===== src/rtl/cfh_pkg.sv =====
package cfh_pkg;
  typedef enum logic [2:0] {
    ST_IDLE,
    ST_SCAN,
    ST_READ,
    ST_MASK,
    ST_CLEAR
  } cfh_state_t;

  localparam logic [1:0] REG_STATUS = 2'd0;
  localparam logic [1:0] REG_MASK   = 2'd1;
  localparam logic [1:0] REG_CLEAR  = 2'd2;
endpackage


===== src/rtl/cfh_classify.sv =====
module cfh_classify #(
  parameter int ERR_W = 8,
  parameter logic [ERR_W-1:0] HARD_MASK = 8'h1F
) (
  input  logic [ERR_W-1:0] status,
  output logic             is_hard,
  output logic             is_soft
);
  always_comb begin
    is_hard = |(status & HARD_MASK);
    is_soft = !is_hard && |(status & ~HARD_MASK);
  end
endmodule


===== src/rtl/cfh_warn_fifo.sv =====
module cfh_warn_fifo #(
  parameter int W     = 13,
  parameter int DEPTH = 8
) (
  input  logic         clk,
  input  logic         rst,
  input  logic         push,
  input  logic [W-1:0] din,
  input  logic         pop,
  output logic [W-1:0] dout,
  output logic         valid,
  output logic         full
);
  localparam int AW = (DEPTH > 1) ? $clog2(DEPTH) : 1;

  logic [W-1:0]  mem [DEPTH];
  logic [AW-1:0] wr_ptr, rd_ptr;
  logic [AW:0]   fill;
  logic          do_push, do_pop;

  assign do_push = push && (fill != DEPTH[AW:0]);
  assign do_pop  = pop && (fill != '0);

  always_ff @(posedge clk) begin
    if (do_push) mem[wr_ptr] <= din;
  end

  always_ff @(posedge clk) begin
    if (rst) begin
      wr_ptr <= '0;
      rd_ptr <= '0;
      fill   <= '0;
    end else begin
      if (do_push) wr_ptr <= (wr_ptr == AW'(DEPTH - 1)) ? '0 : wr_ptr + 1'b1;
      if (do_pop)  rd_ptr <= (rd_ptr == AW'(DEPTH - 1)) ? '0 : rd_ptr + 1'b1;
      fill <= fill + {{AW{1'b0}}, do_push} - {{AW{1'b0}}, do_pop};
    end
  end

  assign dout  = mem[rd_ptr];
  assign valid = (fill != '0);
  assign full  = (fill == DEPTH[AW:0]);
endmodule


===== src/rtl/card_fault_handler.sv =====
module card_fault_handler #(
  parameter int N_CARDS    = 13,
  parameter int ERR_W      = 8,
  parameter logic [ERR_W-1:0] HARD_MASK = 8'h1F,
  parameter int FIFO_DEPTH = 8,
  localparam int CARD_W    = $clog2(N_CARDS + 1),
  localparam int WRN_W     = 1 + CARD_W + ERR_W
) (
  input  logic               clk,
  input  logic               rst,
  input  logic               irq_in,
  output logic               req_valid,
  output logic               req_write,
  output logic [CARD_W-1:0]  req_card,
  output logic [1:0]         req_reg,
  output logic [ERR_W-1:0]   req_wdata,
  input  logic               req_done,
  input  logic [ERR_W-1:0]   req_rdata,
  output logic [N_CARDS-1:0] card_off,
  output logic [N_CARDS-1:0] readout_en,
  output logic               wrn_valid,
  output logic [WRN_W-1:0]   wrn_data,
  input  logic               wrn_pop
);
  import cfh_pkg::*;

  localparam logic [CARD_W-1:0] LAST_IDX = CARD_W'(N_CARDS);

  cfh_state_t        state;
  logic [CARD_W-1:0] idx;
  logic              is_hard, is_soft;
  logic              fifo_full, wrn_push;
  logic [WRN_W-1:0]  wrn_din;

  cfh_classify #(.ERR_W(ERR_W), .HARD_MASK(HARD_MASK)) u_classify (
    .status (req_rdata),
    .is_hard(is_hard),
    .is_soft(is_soft)
  );

  assign wrn_push = (state == ST_READ) && req_done && (is_hard || is_soft);
  assign wrn_din  = {is_hard, idx, req_rdata};

  cfh_warn_fifo #(.W(WRN_W), .DEPTH(FIFO_DEPTH)) u_fifo (
    .clk  (clk),
    .rst  (rst),
    .push (wrn_push),
    .din  (wrn_din),
    .pop  (wrn_pop),
    .dout (wrn_data),
    .valid(wrn_valid),
    .full (fifo_full)
  );

  always_ff @(posedge clk) begin
    if (rst) begin
      state      <= ST_IDLE;
      idx        <= '0;
      req_valid  <= 1'b0;
      req_write  <= 1'b0;
      req_card   <= '0;
      req_reg    <= REG_STATUS;
      req_wdata  <= '0;
      card_off   <= '0;
      readout_en <= '1;
    end else begin
      case (state)
        ST_IDLE: begin
          if (irq_in) begin
            idx   <= '0;
            state <= ST_SCAN;
          end
        end
        ST_SCAN: begin
          if (idx == LAST_IDX) begin
            if (irq_in) idx <= '0;
            else        state <= ST_IDLE;
          end else if (card_off[idx]) begin
            idx <= idx + 1'b1;
          end else if (!fifo_full) begin
            req_valid <= 1'b1;
            req_write <= 1'b0;
            req_card  <= idx;
            req_reg   <= REG_STATUS;
            req_wdata <= '0;
            state     <= ST_READ;
          end
        end
        ST_READ: begin
          if (req_done) begin
            if (is_hard) begin
              card_off[idx] <= 1'b1;
              req_valid     <= 1'b0;
              idx           <= idx + 1'b1;
              state         <= ST_SCAN;
            end else if (is_soft) begin
              readout_en[idx] <= 1'b0;
              req_write       <= 1'b1;
              req_reg         <= REG_MASK;
              req_wdata       <= req_rdata;
              state           <= ST_MASK;
            end else begin
              req_valid <= 1'b0;
              idx       <= idx + 1'b1;
              state     <= ST_SCAN;
            end
          end
        end
        ST_MASK: begin
          if (req_done) begin
            req_reg   <= REG_CLEAR;
            req_wdata <= '0;
            state     <= ST_CLEAR;
          end
        end
        ST_CLEAR: begin
          if (req_done) begin
            req_valid <= 1'b0;
            idx       <= idx + 1'b1;
            state     <= ST_SCAN;
          end
        end
        default: state <= ST_IDLE;
      endcase
    end
  end
endmodule


===== config.mk =====
export PLATFORM = sky130hd
export DESIGN_NAME = card_fault_handler
export DESIGN_NICKNAME = d
export VERILOG_FILES = /design/src/rtl/cfh_pkg.sv /design/src/rtl/cfh_classify.sv /design/src/rtl/cfh_warn_fifo.sv /design/src/rtl/card_fault_handler.sv
export SDC_FILE = /design/constraint.sdc
export NUM_CORES = 1
export LEC_CHECK = 0
export BUFFER_PORTS_ARGS = -buffer_cell sky130_fd_sc_hd__buf_2
export CAP_MARGIN = 30
export CORE_MARGIN = 4
export CORE_UTILIZATION = 50
export CTS_BUF_LIST = sky130_fd_sc_hd__clkbuf_8
export DETAILED_ROUTE_END_ITERATION = 8
export PLACE_DENSITY = 0.69
export RECOVER_POWER = 100
export SLEW_MARGIN = 20
export SYNTH_ARGS = -nofsm -noshare
export SYNTH_HDL_FRONTEND = slang
export SYNTH_HIERARCHICAL = 1
export SYNTH_SLANG_ARGS = --single-unit

===== constraint.sdc =====
create_clock -name clk -period 4.8 [get_ports clk]
set_input_delay 0.72 -clock clk [delete_from_list [all_inputs] [get_ports clk]]
set_output_delay 0.72 -clock clk [all_outputs]
set_load 0.02 [all_outputs]

==> results.md, run 1 <==
- Outcome: finished, violations left
- Failing checks: capacitance limit, slew limit
- Start of the worst register-to-register path: state[1]
- Crit path required time: 4.08 ns
- Count of different cell masters after synthesis: 56
- Avg Cell Area, Syn: 14.2 µm²
- Slew HR: -0.509%
- Core box area: 13,400 µm²
- Starting density of the core: 51.7%
- Async S/R FF share, synth: 0%
- Finished Core Util: 57.1%
- Initial antenna violation count: 0
- Number of pins with negative max-slew slack in the final report: 27
- RD Place Congestion: 0.817
- Leakage power: 2.53 nW
- Switch Pwr: 0.848 mW
- Part of the total power dissipated in the clock network: 30.4%
- Max-cap viol count: 1
- I/O Pins: 69
- Clock transition at the registers of the reported paths: 0.08 ns
- Flop pwr share: 53.7%
- Die H: 126 µm
- Count of flip-flops with a built-in enable after synthesis: 104
- Number of synthesized register bits: 166
- Fraction of synthesized cell area taken by the top area cell type: 45.0%
- Sw Share: 27.5%
- Number of instances in the synthesized netlist: 488
- Register ranked first by flip-flop count: u_fifo/mem
- Combinational fraction of design power: 15.9%
- Number of hold buffers added after cts: 0
- Biggest registers after layout: u_fifo/mem: 104 flops, card_off: 13 flops, readout_en: 13 flops
- Power per Cell Area: 403 nW/µm²
- Number of nets in the layout: 587
- Setup repair after global routing missed its margin: no
- Buffer count from post-CTS setup fixing: 0
- Detail Placement HPWL: 8710 µm
- Worst Tran Pin Value: 1.51 ns
- CP Max Fanout: 26
- Post-Route Setup TNS: 0 ns
- Crit end category: output port
- Clock tree from TritonCTS: yes
- # fillers: 1,135
- Clock tree buffer depth: 2
- Cells on worst reg2reg path: 5
- Wirelength, routed: 13,600 µm
- Destination of the worst register-to-register timing path: u_fifo/mem[2][10]
- Largest area contributor in the netlist: sky130_fd_sc_hd__edfxtp_1
- Resized cells post-CTS: 0
- Number of vias per cell after detailed routing: 5.56
- Diodes inserted: 0
- Post-synthesis net count: 516
- Worst supply voltage drop on vdd: 0.000205 V
- Finish-stage setup viols: 0
- Wire length of the first global-routing pass: 21,900 µm
- Total via count in the routed design: 4,157
- Number of buffers created by CTS: 17
- WS Path Type: reg -> out
- Root buffer cell: sky130_fd_sc_hd__clkbuf_8
- Period utilization: 76.5%
- Antenna Nets Post-Route: 0
- H-tree depth: 4
- Maximum number of pins on one net before global-route repair: 61
- Data arrival at the endpoint of the critical path: 2.95 ns
- Final min period: 3.67 ns
- Violation count after the first detailed-route iteration: 452
- Minimum setup slack among reg-to-reg paths: 1.91 ns
- Combined global-route utilization of all metal layers: 17.8%
- Number of iterations in the first detailed-routing pass: 4
- WL/cell: 18.1 µm
- Leading cell types by total area after synthesis: sky130_fd_sc_hd__edfxtp_1 45%, sky130_fd_sc_hd__dfxtp_1 18%, sky130_fd_sc_hd__mux4_1 9.1%
- Worst Setup Start Kind: flip-flop
- Share of cells above drive strength 1: 10.5%
- Vias in the first global route: 4,095
- Endpoint of the most critical setup path: wrn_data[5]
- Total of buffers placed on input and output ports: 68
- Largest register FFs: 104
- Clock sink count: 166
- Count of final hold-check violations: 0
- Clock network latency to the later pin of the worst-skew pair: 0.45 ns
- Area growth, synth to finish: 10.4%
- Worst Skew: 0.0117 ns
- Total congestion overflow: 0
- Cell-internal power: 2.24 mW
- DRC violation count after routing: 0
- Synth Cell Area: 6930 µm²
- Cell row count: 42
- Yosys warns: 6
- Worst min-delay path category: reg -> reg
- Die area: 15,800 µm²
- Horizontal die dimension: 126 µm
- Sequential element share of the synthesized area: 62.9%
- Top_reg_cell synth: sky130_fd_sc_hd__edfxtp_1
- Max frequency: 272 MHz
## power groups by stage
| stage | clock network (mW) | logic [mW] | registers, mW |
|---|---|---|---|
| after floorplan | 0 | 0.443 | 1.63 |
| after CTS | 0.959 | 0.518 | 1.66 |
| after global routing | 1.03 | 0.542 | 1.68 |
| final | 0.938 | 0.490 | 1.66 |
| after global placement | 0 | 0.503 | 1.69 |
| after detailed placement | 0 | 0.515 | 1.70 |
## stage by stage
stage / power [mW] / hold WS [ns] / std cells / area, µm² / worst slack (ns)
floorplan: 2.07 / 0.468 / 488 / 6930 / 1.41
global placement: 2.20 / 0.431 / 715 / 7430 / 1.52
detailed placement: 2.21 / 0.437 / 715 / 7430 / 1.34
CTS: 3.14 / 0.456 / 747 / 7810 / 1.57
global route: 3.24 / 0.484 / 748 / 7650 / 0.896
finish: 3.09 / 0.456 / 748 / 7650 / 1.13
## worst max-delay path: stages (launching register included)
cell	delay [ns]
sky130_fd_sc_hd__dfxtp_1	1.33
sky130_fd_sc_hd__mux4_1	0.71
sky130_fd_sc_hd__mux2_2	0.28
sky130_fd_sc_hd__clkbuf_1	0.17
## cells in the final DEF (no fill, tap or decap), types with 17 or more instances in the layout
cell type                  Yosys  final
sky130_fd_sc_hd__a21oi_1      33     33
sky130_fd_sc_hd__clkbuf_1     13     71
sky130_fd_sc_hd__clkbuf_8      0     17
sky130_fd_sc_hd__dfxtp_1      62     62
sky130_fd_sc_hd__edfxtp_1    104    104
sky130_fd_sc_hd__inv_1        15     18
sky130_fd_sc_hd__mux4_1       24     24
sky130_fd_sc_hd__nand2_1      32     32
sky130_fd_sc_hd__nor2_1       38     38
sky130_fd_sc_hd__o21ai_0       9     18
## area by class of cell
| class | instances | area (µm²) | area share (%) |
|---|---|---|---|
| repair buffers | 78 | 319 | 4.17 |
| clock inverters | 15 | 143 | 1.86 |
| clock buffers | 17 | 234 | 3.06 |
| flip-flops and latches | 166 | 4360 | 57.0 |
| multi-input cells | 281 | 2320 | 30.3 |
| inverters | 15 | 56.3 | 0.736 |
| well taps | 176 | 220 | 2.88 |
## worst min-delay path by stage
stage                     startpoint  slack, ns            end  cells after the start
floorplan           u_fifo/rd_ptr[1]       0.47      flip-flop                      2
global placement       readout_en[1]       0.43  readout_en[1]                      1
detailed placement     readout_en[8]       0.44  readout_en[8]                      1
CTS                    readout_en[8]       0.46  readout_en[8]                      1
global route           readout_en[8]       0.48  readout_en[8]                      1
finish                 readout_en[8]       0.46  readout_en[8]                      1
## cell families after synthesis
family / after synthesis / share of synthesized area (%)
fa+ha+maj: 15 / 2.82
flops: 166 / 62.9
compound gates: 85 / 8.16
buf+inv: 41 / 2.82
xor+xnor: 2 / 0.253
mux: 51 / 13.8
simple gates: 128 / 9.24
## synth_stat cells (2+ instances only)
cell type                  instances
sky130_fd_sc_hd__dfxtp_1          62
sky130_fd_sc_hd__mux2i_1          11
sky130_fd_sc_hd__nor3_2            2
sky130_fd_sc_hd__nor3b_1           2
sky130_fd_sc_hd__a21oi_1          33
sky130_fd_sc_hd__o21ai_0           9
sky130_fd_sc_hd__clkbuf_1         13
sky130_fd_sc_hd__nand3_1          12
sky130_fd_sc_hd__nor2b_1           4
sky130_fd_sc_hd__mux2_2           13
sky130_fd_sc_hd__a31oi_1           3
sky130_fd_sc_hd__nor3_1           12
sky130_fd_sc_hd__mux4_1           24
sky130_fd_sc_hd__and2_1            2
sky130_fd_sc_hd__a21o_1           14
sky130_fd_sc_hd__or3b_2            2
sky130_fd_sc_hd__nor2_1           38
sky130_fd_sc_hd__inv_1            15
sky130_fd_sc_hd__buf_4             3
sky130_fd_sc_hd__buf_2             6
sky130_fd_sc_hd__nand2b_1         11
sky130_fd_sc_hd__o21ai_1          12
sky130_fd_sc_hd__edfxtp_1        104
sky130_fd_sc_hd__nand2_1          32
sky130_fd_sc_hd__buf_6             3
sky130_fd_sc_hd__mux4_2            3
sky130_fd_sc_hd__ha_1             14
## per-layer routing
metal | wire length, µm | part of all wire, % | vias up | GRT usage [%]
li1 | - | - | 1988 | -
met3 | 561 | 4.1 | 13 | 4.40
met2 | 6610 | 49 | 99 | 27.8
met5 | 0 | 0 | - | 0
met1 | 6220 | 46 | 2057 | 24.6
met4 | 164 | 1.2 | 0 | 5.93
Power figures use the tool's default switching activity.
==> run 2, diff against run 1 <==
--- a/config.mk
+++ b/config.mk
@@ -11,7 +11,7 @@
 export CORE_UTILIZATION = 50
 export CTS_BUF_LIST = sky130_fd_sc_hd__clkbuf_8
 export DETAILED_ROUTE_END_ITERATION = 8
-export PLACE_DENSITY = 0.69
+export PLACE_DENSITY = 0.72
 export RECOVER_POWER = 100
 export SLEW_MARGIN = 20
 export SYNTH_ARGS = -nofsm -noshare
==> constraint.sdc (replaced) <==
create_clock -name clk -period 3.22 [get_ports clk]
set_input_delay 0.483 -clock clk [delete_from_list [all_inputs] [get_ports clk]]
set_output_delay 0.483 -clock clk [all_outputs]
set_load 0.02 [all_outputs]
==> results.md, run 2 (synthesis results as in run 1) <==
- CP Max Fanout: 13 (was 26)
- Die H: 126 µm (unchanged)
- Finished Core Util: 57.8% (was 57.1%)
- Number of buffers created by CTS: 17 (unchanged)
- Outcome: completed (was finished, violations left)
- Finish-stage setup viols: 0 (unchanged)
- Vias in the first global route: 4,334 (was 4,095)
- Clock transition at the registers of the reported paths: 0.08 ns (about the same)
- Starting density of the core: 51.7% (unchanged)
- DP Area: 7530 µm² (was 7430 µm²)
- Series of cell instances along the critical path: clkbuf_1 -> nor3_1 -> nand2_1 -> o21ai_0 -> nor3_1 -> nand2_1 -> nor3_1 -> clkbuf_1 (was mux4_1 -> mux2_2 -> clkbuf_1)
- Leakage power: 2.55 nW (was 2.53 nW)
- Core box area: 13,400 µm² (unchanged)
- Total via count in the routed design: 4,346 (was 4,157)
- Worst min-delay path category: in -> reg (was reg -> reg)
- WP buf/inv: 2 (was 1)
- Final min period: 2.81 ns
- Post-layout instance area: 7750 µm² (was 7650 µm²)
- Number of nets in the layout: 600 (was 587)
- Horizontal die dimension: 126 µm (unchanged)
- Place WS: 0.257 ns (was 1.34 ns)
- Flop pwr share: 50.9% (was 53.7%)
- Detail Placement HPWL: 9490 µm (was 8710 µm)
- Data arrival at the endpoint of the critical path: 2.89 ns (was 2.95 ns)
- Worst Skew: 0.0112 ns (was 0.0117 ns)
- Crit end category: flip-flop (was output port)
- Antenna Nets Post-Route: 0 (unchanged)
- Part of the total power dissipated in the clock network: 32.0% (was 30.4%)
- Max-cap viol count: 0 (was 1)
- Clock sink count: 166 (unchanged)
- Wirelength, routed: 14,500 µm (was 13,600 µm)
- Count of final hold-check violations: 0 (unchanged)
- Worst Tran Pin Value: 1.04 ns (was 1.51 ns)
- Setup repair after global routing missed its margin: no (unchanged)
- Largest register FFs: 104 (unchanged)
- DRC violation count after routing: 0 (unchanged)
- Slowest CP cell: sky130_fd_sc_hd__clkbuf_1 (was sky130_fd_sc_hd__dfxtp_1)
- Number of pins with negative max-slew slack in the final report: 0 (was 27)
- Worst Setup Start Kind: input port (was flip-flop)
- Max frequency: 356 MHz
- Most common cell after layout, fill and taps aside: sky130_fd_sc_hd__edfxtp_1 (unchanged)
- Clock network latency to the later pin of the worst-skew pair: 0.46 ns (was 0.45 ns)
- Worst supply voltage drop on vdd: 0.000287 V (was 0.000205 V)
- Maximum number of pins on one net before global-route repair: 47 (was 61)
- RD Place Congestion: 0.785 (was 0.817)
- # fillers: 1,141 (was 1,135)
- Number of hold buffers added after cts: 0 (unchanged)
- Total congestion overflow: 0 (unchanged)
- Cell row count: 42 (unchanged)
- Power per Cell Area: 613 nW/µm² (was 403 nW/µm²)
- Combined global-route utilization of all metal layers: 18.8% (was 17.8%)
- Post-Route Setup TNS: 0 ns (unchanged)
- Biggest registers after layout: u_fifo/mem: 104 flops, card_off: 13 flops, readout_en: 13 flops (unchanged)
- Top library cells by usage in the layout, fill and taps aside: 104 x sky130_fd_sc_hd__edfxtp_1, 82 x sky130_fd_sc_hd__clkbuf_1, 62 x sky130_fd_sc_hd__dfxtp_1 (was 104 x sky130_fd_sc_hd__edfxtp_1, 71 x sky130_fd_sc_hd__clkbuf_1, 62 x sky130_fd_sc_hd__dfxtp_1)
- Resized cells post-CTS: 0 (unchanged)
- Clock tree buffer depth: 2 (unchanged)
- Number of iterations in the first detailed-routing pass: 5 (was 4)
- Sw Share: 27.7% (was 27.5%)
- Register ranked first by flip-flop count: u_fifo/mem (unchanged)
- Top cell by count, worst path: sky130_fd_sc_hd__nor3_1
- Combinational fraction of design power: 17.1% (was 15.9%)
- Area growth, synth to finish: 11.8% (was 10.4%)
- Share of cells above drive strength 1: 11.5% (was 10.5%)
- Root buffer cell: sky130_fd_sc_hd__clkbuf_8 (unchanged)
- Cell class contributing the biggest share of worst-path delay: buffers and inverters (was flip-flops)
- Total of buffers placed on input and output ports: 68 (unchanged)
- Diodes inserted: 0 (unchanged)
- Worst hold slack: 0.287 ns (was 0.456 ns)
- Minimum setup slack in the final design: 0.411 ns (was 1.13 ns)
- Largest stage delay on the critical path: 0.79 ns (was 1.33 ns)
- Slew HR: 31.0% (was -0.509%)
- # placed instances: 729 (was 715)
- Buffer count from post-CTS setup fixing: 0 (unchanged)
- Crit path required time: 3.30 ns (was 4.08 ns)
- Die area: 15,800 µm² (unchanged)
- I/O Pins: 69 (unchanged)
- Violation count after the first detailed-route iteration: 356 (was 452)
- Period utilization: 87.2%
- Wire length of the first global-routing pass: 23,000 µm (was 21,900 µm)
- Count of non-filler cells in the finished layout: 761 (was 748)
- Cell-internal power: 3.44 mW (was 2.24 mW)
- Number of vias per cell after detailed routing: 5.71 (was 5.56)
- WS Path Type: in -> reg (was reg -> out)
- Clock tree from TritonCTS: yes (unchanged)
- WL/cell: 19.0 µm (was 18.1 µm)
- Area used by multi-input combinational logic: 2340 µm² (was 2320 µm²)
- Post-layout total power: 4.75 mW (was 3.09 mW)
- Sequential cell area: 4360 µm² (unchanged)
- H-tree depth: 4 (unchanged)
- Initial antenna violation count: 0 (unchanged)
- Switch Pwr: 1.32 mW (was 0.848 mW)
==> run 2: cell types whose count changed in the layout (fill, tap and decap cells not counted), sizes merged <==
cell      before  now
clkbuf        88   99
buf            7    9
clkinv         4    2
clkinvlp       5    7
bufinv         2    3
inv           19   18
==> run 2: cell type report <==
cell class | count | share of cell area [%]
multi-input combinational | 281 | 30.2
tap | 176 | 2.84
sequential | 166 | 56.3
clock buffer | 17 | 3.02
timing repair buffer | 91 | 4.68
clock inverter | 15 | 2.28
inverter | 15 | 0.726
==> run 2: final timing paths <==
path                      start               end  slack, ns  cells after the start
setup / recovery   req_rdata[4]  u_fifo/mem[4][1]       0.41                      8
hold / removal          wrn_pop         flip-flop       0.29                      3
setup reg to reg         idx[3]      req_wdata[5]       0.47                      5
hold reg to reg   readout_en[5]     readout_en[5]       0.46                      1
==> run 2: routing by layer <==
layer / wire length, µm / global-route usage [%]
met5: 0 / 0
met4: 203 / 6.69
met3: 977 / 5.04
met2: 7280 / 31.8
met1: 6000 / 23.4
==> run 2: power groups by stage <==
stage,registers (mW),clock network [mW],logic (mW)
CTS,2.42,1.55,0.854
global route,2.43,1.66,0.880
global placement,2.46,0,0.827
detailed placement,2.47,0,0.851
finish,2.42,1.52,0.812
floorplan,2.43,0,0.661
==> run 2: worst register-to-register path, cell delays in order, from the launching register on <==
cell                       delay [ns]
sky130_fd_sc_hd__dfxtp_1         0.85
sky130_fd_sc_hd__mux4_2          0.61
sky130_fd_sc_hd__o211ai_1        0.52
sky130_fd_sc_hd__a21oi_2         0.29
sky130_fd_sc_hd__o21ai_0         0.26
sky130_fd_sc_hd__a21oi_1         0.10
==> run 3, diff against run 2 <==
--- a/config.mk
+++ b/config.mk
@@ -5,6 +5,7 @@
 export SDC_FILE = /design/constraint.sdc
 export NUM_CORES = 1
 export LEC_CHECK = 0
+export ABC_AREA = 1
 export BUFFER_PORTS_ARGS = -buffer_cell sky130_fd_sc_hd__buf_2
 export CAP_MARGIN = 30
 export CORE_MARGIN = 4
==> results.md, run 3 <==
- Post-layout total power: 6.11 mW (was 4.75 mW)
- Share of cells above drive strength 1: 7.40% (was 11.5%)
- Sw Share: 37.3% (was 27.7%)
- Top cell types by occurrence after synthesis: 259 x sky130_fd_sc_hd__nand2_1, 150 x sky130_fd_sc_hd__inv_1, 104 x sky130_fd_sc_hd__edfxtp_1 (was 104 x sky130_fd_sc_hd__edfxtp_1, 62 x sky130_fd_sc_hd__dfxtp_1, 38 x sky130_fd_sc_hd__nor2_1)
- Number of buffers created by CTS: 17 (unchanged)
- WL/cell: 14.5 µm (was 19.0 µm)
- Xor/xnor cell area share of the yosys netlist: 0.229% (was 0.253%)
- Register ranked first by flip-flop count: u_fifo/mem (unchanged)
- Destination of the worst register-to-register timing path: u_fifo/fill[2] (was req_wdata[5])
- Clock tree from TritonCTS: yes (unchanged)
- Setup repair after global routing missed its margin: no (unchanged)
- DRC violation count after routing: 0 (unchanged)
- Synthesized-area fraction occupied by adder cells: 2.55% (was 2.82%)
- Minimum setup slack among reg-to-reg paths: 0.74 ns (was 0.47 ns)
- Most common cell after layout, fill and taps aside: sky130_fd_sc_hd__nand2_1 (was sky130_fd_sc_hd__edfxtp_1)
- Crit path required time: 2.74 ns (was 3.30 ns)
- Startpoint of the most critical hold path: wrn_pop (unchanged)
- Post-Route Setup TNS: 0 ns (unchanged)
- CP Max Fanout: 19 (was 13)
- RD Place Congestion: 0.828 (was 0.785)
- Cell depth of the worst hold path: 4 (was 3)
- Number of iterations in the first detailed-routing pass: 5 (unchanged)
- Violation count after the first detailed-route iteration: 387 (was 356)
- Largest register FFs: 104 (unchanged)
- Async S/R FF share, synth: 0% (unchanged)
- Top library cells by usage in the layout, fill and taps aside: 261 x sky130_fd_sc_hd__nand2_1, 154 x sky130_fd_sc_hd__inv_1, 104 x sky130_fd_sc_hd__edfxtp_1 (was 104 x sky130_fd_sc_hd__edfxtp_1, 82 x sky130_fd_sc_hd__clkbuf_1, 62 x sky130_fd_sc_hd__dfxtp_1)
- Root buffer cell: sky130_fd_sc_hd__clkbuf_8 (unchanged)
- Dominant cell by count in the synthesized netlist: sky130_fd_sc_hd__nand2_1 (was sky130_fd_sc_hd__edfxtp_1)
- Slowest CP cell: sky130_fd_sc_hd__dfxtp_1 (was sky130_fd_sc_hd__clkbuf_1)
- Biggest registers after layout: u_fifo/mem: 104 flops, card_off: 13 flops, readout_en: 13 flops (unchanged)
- Detail Placement HPWL: 10,800 µm (was 9490 µm)
- Sequential element share of the synthesized area: 57.1% (was 62.9%)
- Flop pwr share: 41.2% (was 50.9%)
- Antenna Nets Post-Route: 0 (unchanged)
- Clock sink count: 166 (unchanged)
- Yosys warns: 6 (unchanged)
- Largest area contributor in the netlist: sky130_fd_sc_hd__edfxtp_1 (unchanged)
- Fraction of synthesized cell area taken by the top area cell type: 40.8% (was 45.0%)
- Largest stage delay on the critical path: 0.64 ns (was 0.79 ns)
- Total via count in the routed design: 5,712 (was 4,346)
- Leakage power: 3.63 nW (was 2.55 nW)
- Top cell by count, worst path: sky130_fd_sc_hd__nand2_1 (was sky130_fd_sc_hd__nor3_1)
- Worst supply voltage drop on vdd: 0.000310 V (was 0.000287 V)
- Start of the worst register-to-register path: state[2] (was idx[3])
- Core box area: 14,800 µm² (was 13,400 µm²)
- Area fraction in compound gates after synthesis: 5.28% (was 8.16%)
- Total congestion overflow: 0 (unchanged)
- Series of cell instances along the critical path: clkbuf_2 -> nand3_1 -> nand2_1 -> nand2_1 -> nand2_1 -> clkbuf_1 (was clkbuf_1 -> nor3_1 -> nand2_1 -> o21ai_0 -> nor3_1 -> nand2_1 -> nor3_1 -> clkbuf_1)
- WS Path Type: reg -> out (was in -> reg)
- Die area: 17,300 µm² (was 15,800 µm²)
- Starting density of the core: 51.8% (was 51.7%)
- Number of pins with negative max-slew slack in the final report: 0 (unchanged)
- Final min period: 2.75 ns (was 2.81 ns)
- Data arrival at the endpoint of the critical path: 2.26 ns (was 2.89 ns)
- Diodes inserted: 0 (unchanged)
- Maximum number of pins on one net before global-route repair: 53 (was 47)
- Count of flip-flops with a built-in enable after synthesis: 104 (unchanged)
- Power per Cell Area: 723 nW/µm² (was 613 nW/µm²)
- Number of instances in the synthesized netlist: 869 (was 488)
- Wirelength, routed: 16,600 µm (was 14,500 µm)
- H-tree depth: 4 (unchanged)
- Worst min-delay path category: in -> reg (unchanged)
- Number of synthesized register bits: 166 (unchanged)
- Die H: 132 µm (was 126 µm)
- Clock network latency to the later pin of the worst-skew pair: 0.45 ns (was 0.46 ns)
- Resized cells post-CTS: 0 (unchanged)
- Vias in the first global route: 5,347 (was 4,334)
- Crit end category: output port (was flip-flop)
- Horizontal die dimension: 132 µm (was 126 µm)
- Worst Tran Pin Value: 0.828 ns (was 1.04 ns)
- Wire length of the first global-routing pass: 26,900 µm (was 23,000 µm)
- Number of vias per cell after detailed routing: 5.00 (was 5.71)
- Buffer count from post-CTS setup fixing: 0 (unchanged)
- Combinational fraction of design power: 32.9% (was 17.1%)
- Number of nets in the layout: 974 (was 600)
- Clock transition at the registers of the reported paths: 0.08 ns (about the same)
- Max frequency: 364 MHz (was 356 MHz)
- I/O Pins: 69 (unchanged)
- Period utilization: 85.3% (was 87.2%)
- Total of buffers placed on input and output ports: 68 (unchanged)
- Worst Skew: 0.0153 ns (was 0.0112 ns)
- Area fraction in and, or, nand and nor cells after synthesis: 24.3% (was 9.24%)
- Area growth, synth to finish: 10.5% (was 11.8%)
- Part of the total power dissipated in the clock network: 25.9% (was 32.0%)
- Slew HR: 44.8% (was 31.0%)
- Combined global-route utilization of all metal layers: 19.4% (was 18.8%)
- Terminating pin of the worst hold path: u_fifo/rd_ptr[0]
- Outcome: completed (unchanged)
- Mux share of post-synthesis cell area: 0% (was 13.8%)
- Post-synthesis net count: 897 (was 516)
- Leading cell types by total area after synthesis: sky130_fd_sc_hd__edfxtp_1 41%, sky130_fd_sc_hd__dfxtp_1 16%, sky130_fd_sc_hd__nand2_1 13% (was sky130_fd_sc_hd__edfxtp_1 45%, sky130_fd_sc_hd__dfxtp_1 18%, sky130_fd_sc_hd__mux4_1 9.1%)
- Number of hold buffers added after cts: 0 (unchanged)
- Finished Core Util: 57.3% (was 57.8%)
- Cell-internal power: 3.83 mW (was 3.44 mW)
- Clock tree buffer depth: 2 (unchanged)
- Count of final hold-check violations: 0 (unchanged)
- Cell row count: 44 (was 42)
- Switch Pwr: 2.28 mW (was 1.32 mW)
- Count of different cell masters after synthesis: 41 (was 56)
- Finish-stage setup viols: 0 (unchanged)
- Synth Cell Area: 7650 µm² (was 6930 µm²)
- Worst Setup Start Kind: flip-flop (was input port)
- Top_reg_cell synth: sky130_fd_sc_hd__edfxtp_1 (unchanged)
- Initial antenna violation count: 0 (unchanged)
- Cells on worst reg2reg path: 13 (was 5)
- Max-cap viol count: 0 (unchanged)
- Avg Cell Area, Syn: 8.80 µm² (was 14.2 µm²)
- # fillers: 1,375 (was 1,141)
- Dominant combinational cell family by area after synthesis: simple AND/OR/NAND/NOR gates (was multiplexers)
run 3: cell types whose count changed in the layout (fill, tap and decap cells not counted), moves of 11 or more:
cell	delta
sky130_fd_sc_hd__mux4_1	-24
sky130_fd_sc_hd__nand2b_1	-11
sky130_fd_sc_hd__mux2_2	-13
sky130_fd_sc_hd__o21ai_0	-13
sky130_fd_sc_hd__o31ai_1	+12
sky130_fd_sc_hd__a21o_1	-14
sky130_fd_sc_hd__inv_1	+139
sky130_fd_sc_hd__nand3_1	+91
sky130_fd_sc_hd__nand2_1	+229
sky130_fd_sc_hd__mux2i_1	-11
sky130_fd_sc_hd__clkbuf_1	-13
run 3: critical path, delay by kind of cell (launching register included):
| kind | cells | cell delay (ns) |
|---|---|---|
| buffers and inverters | 2 | 0.76 |
| flip-flops | 1 | 0.64 |
| AND/OR/NAND/NOR | 4 | 0.41 |
run 3: per-layer routing:
layer  vias up  GRT usage [%]  routed length (µm)
met5         -              0                   0
met1      2595           26.4                7820
met2       154           31.1                7560
met3        24           4.05                 936
met4         0           6.71                 263
li1       2939              -                   -
run 3: cells by family after synthesis:
group	after synthesis
buffers and inverters	189
AND/OR/NAND/NOR	429
XOR/XNOR	2
AO/OA/AOI/OAI	68
adder cells (fa/ha/maj)	15
flip-flops	166
run 3: final cells by class:
cell class                 count  area, µm²  area share, %
tap                          184        230           2.72
timing repair buffer          89        372           4.40
sequential                   166       4360           51.6
multi-input combinational    514       2460           29.1
inverter                     158        602           7.12
clock buffer                  17        234           2.77
clock inverter                15        190           2.25
run 3: per-stage QoR:
step                      hold slack [ns]  instance area [µm²]  worst slack [ns]  std cells
after detailed placement            0.443                 8210             0.264       1111
after global placement              0.436                 8210             0.337       1111
final                               0.359                 8450             0.474       1143
after global routing                0.398                 8450             0.278       1143
after CTS                           0.323                 8640             0.661       1143
after floorplan                     0.479                 7650             0.378        869
run 3: worst max path at each step:
stage                      start                to  slack (ns)  cells after the start
global route           flip-flop       wrn_data[5]        0.28                      6
floorplan           req_rdata[4]  u_fifo/mem[6][0]        0.38                      8
global placement    req_rdata[4]    u_fifo/fill[2]        0.34                     14
finish                 flip-flop      wrn_data[12]        0.47                      6
CTS                    flip-flop       wrn_data[9]        0.66                      6
detailed placement  req_rdata[4]    u_fifo/fill[2]        0.26                     14
run 3: power groups by stage:
stage               sequential, mW  clock [mW]  combinational (mW)
floorplan                     2.55           0                1.58
global placement              2.56           0                2.05
detailed placement            2.57           0                2.08
CTS                           2.52        1.61                2.09
global route                  2.54        1.70                2.28
finish                        2.52        1.58                2.01
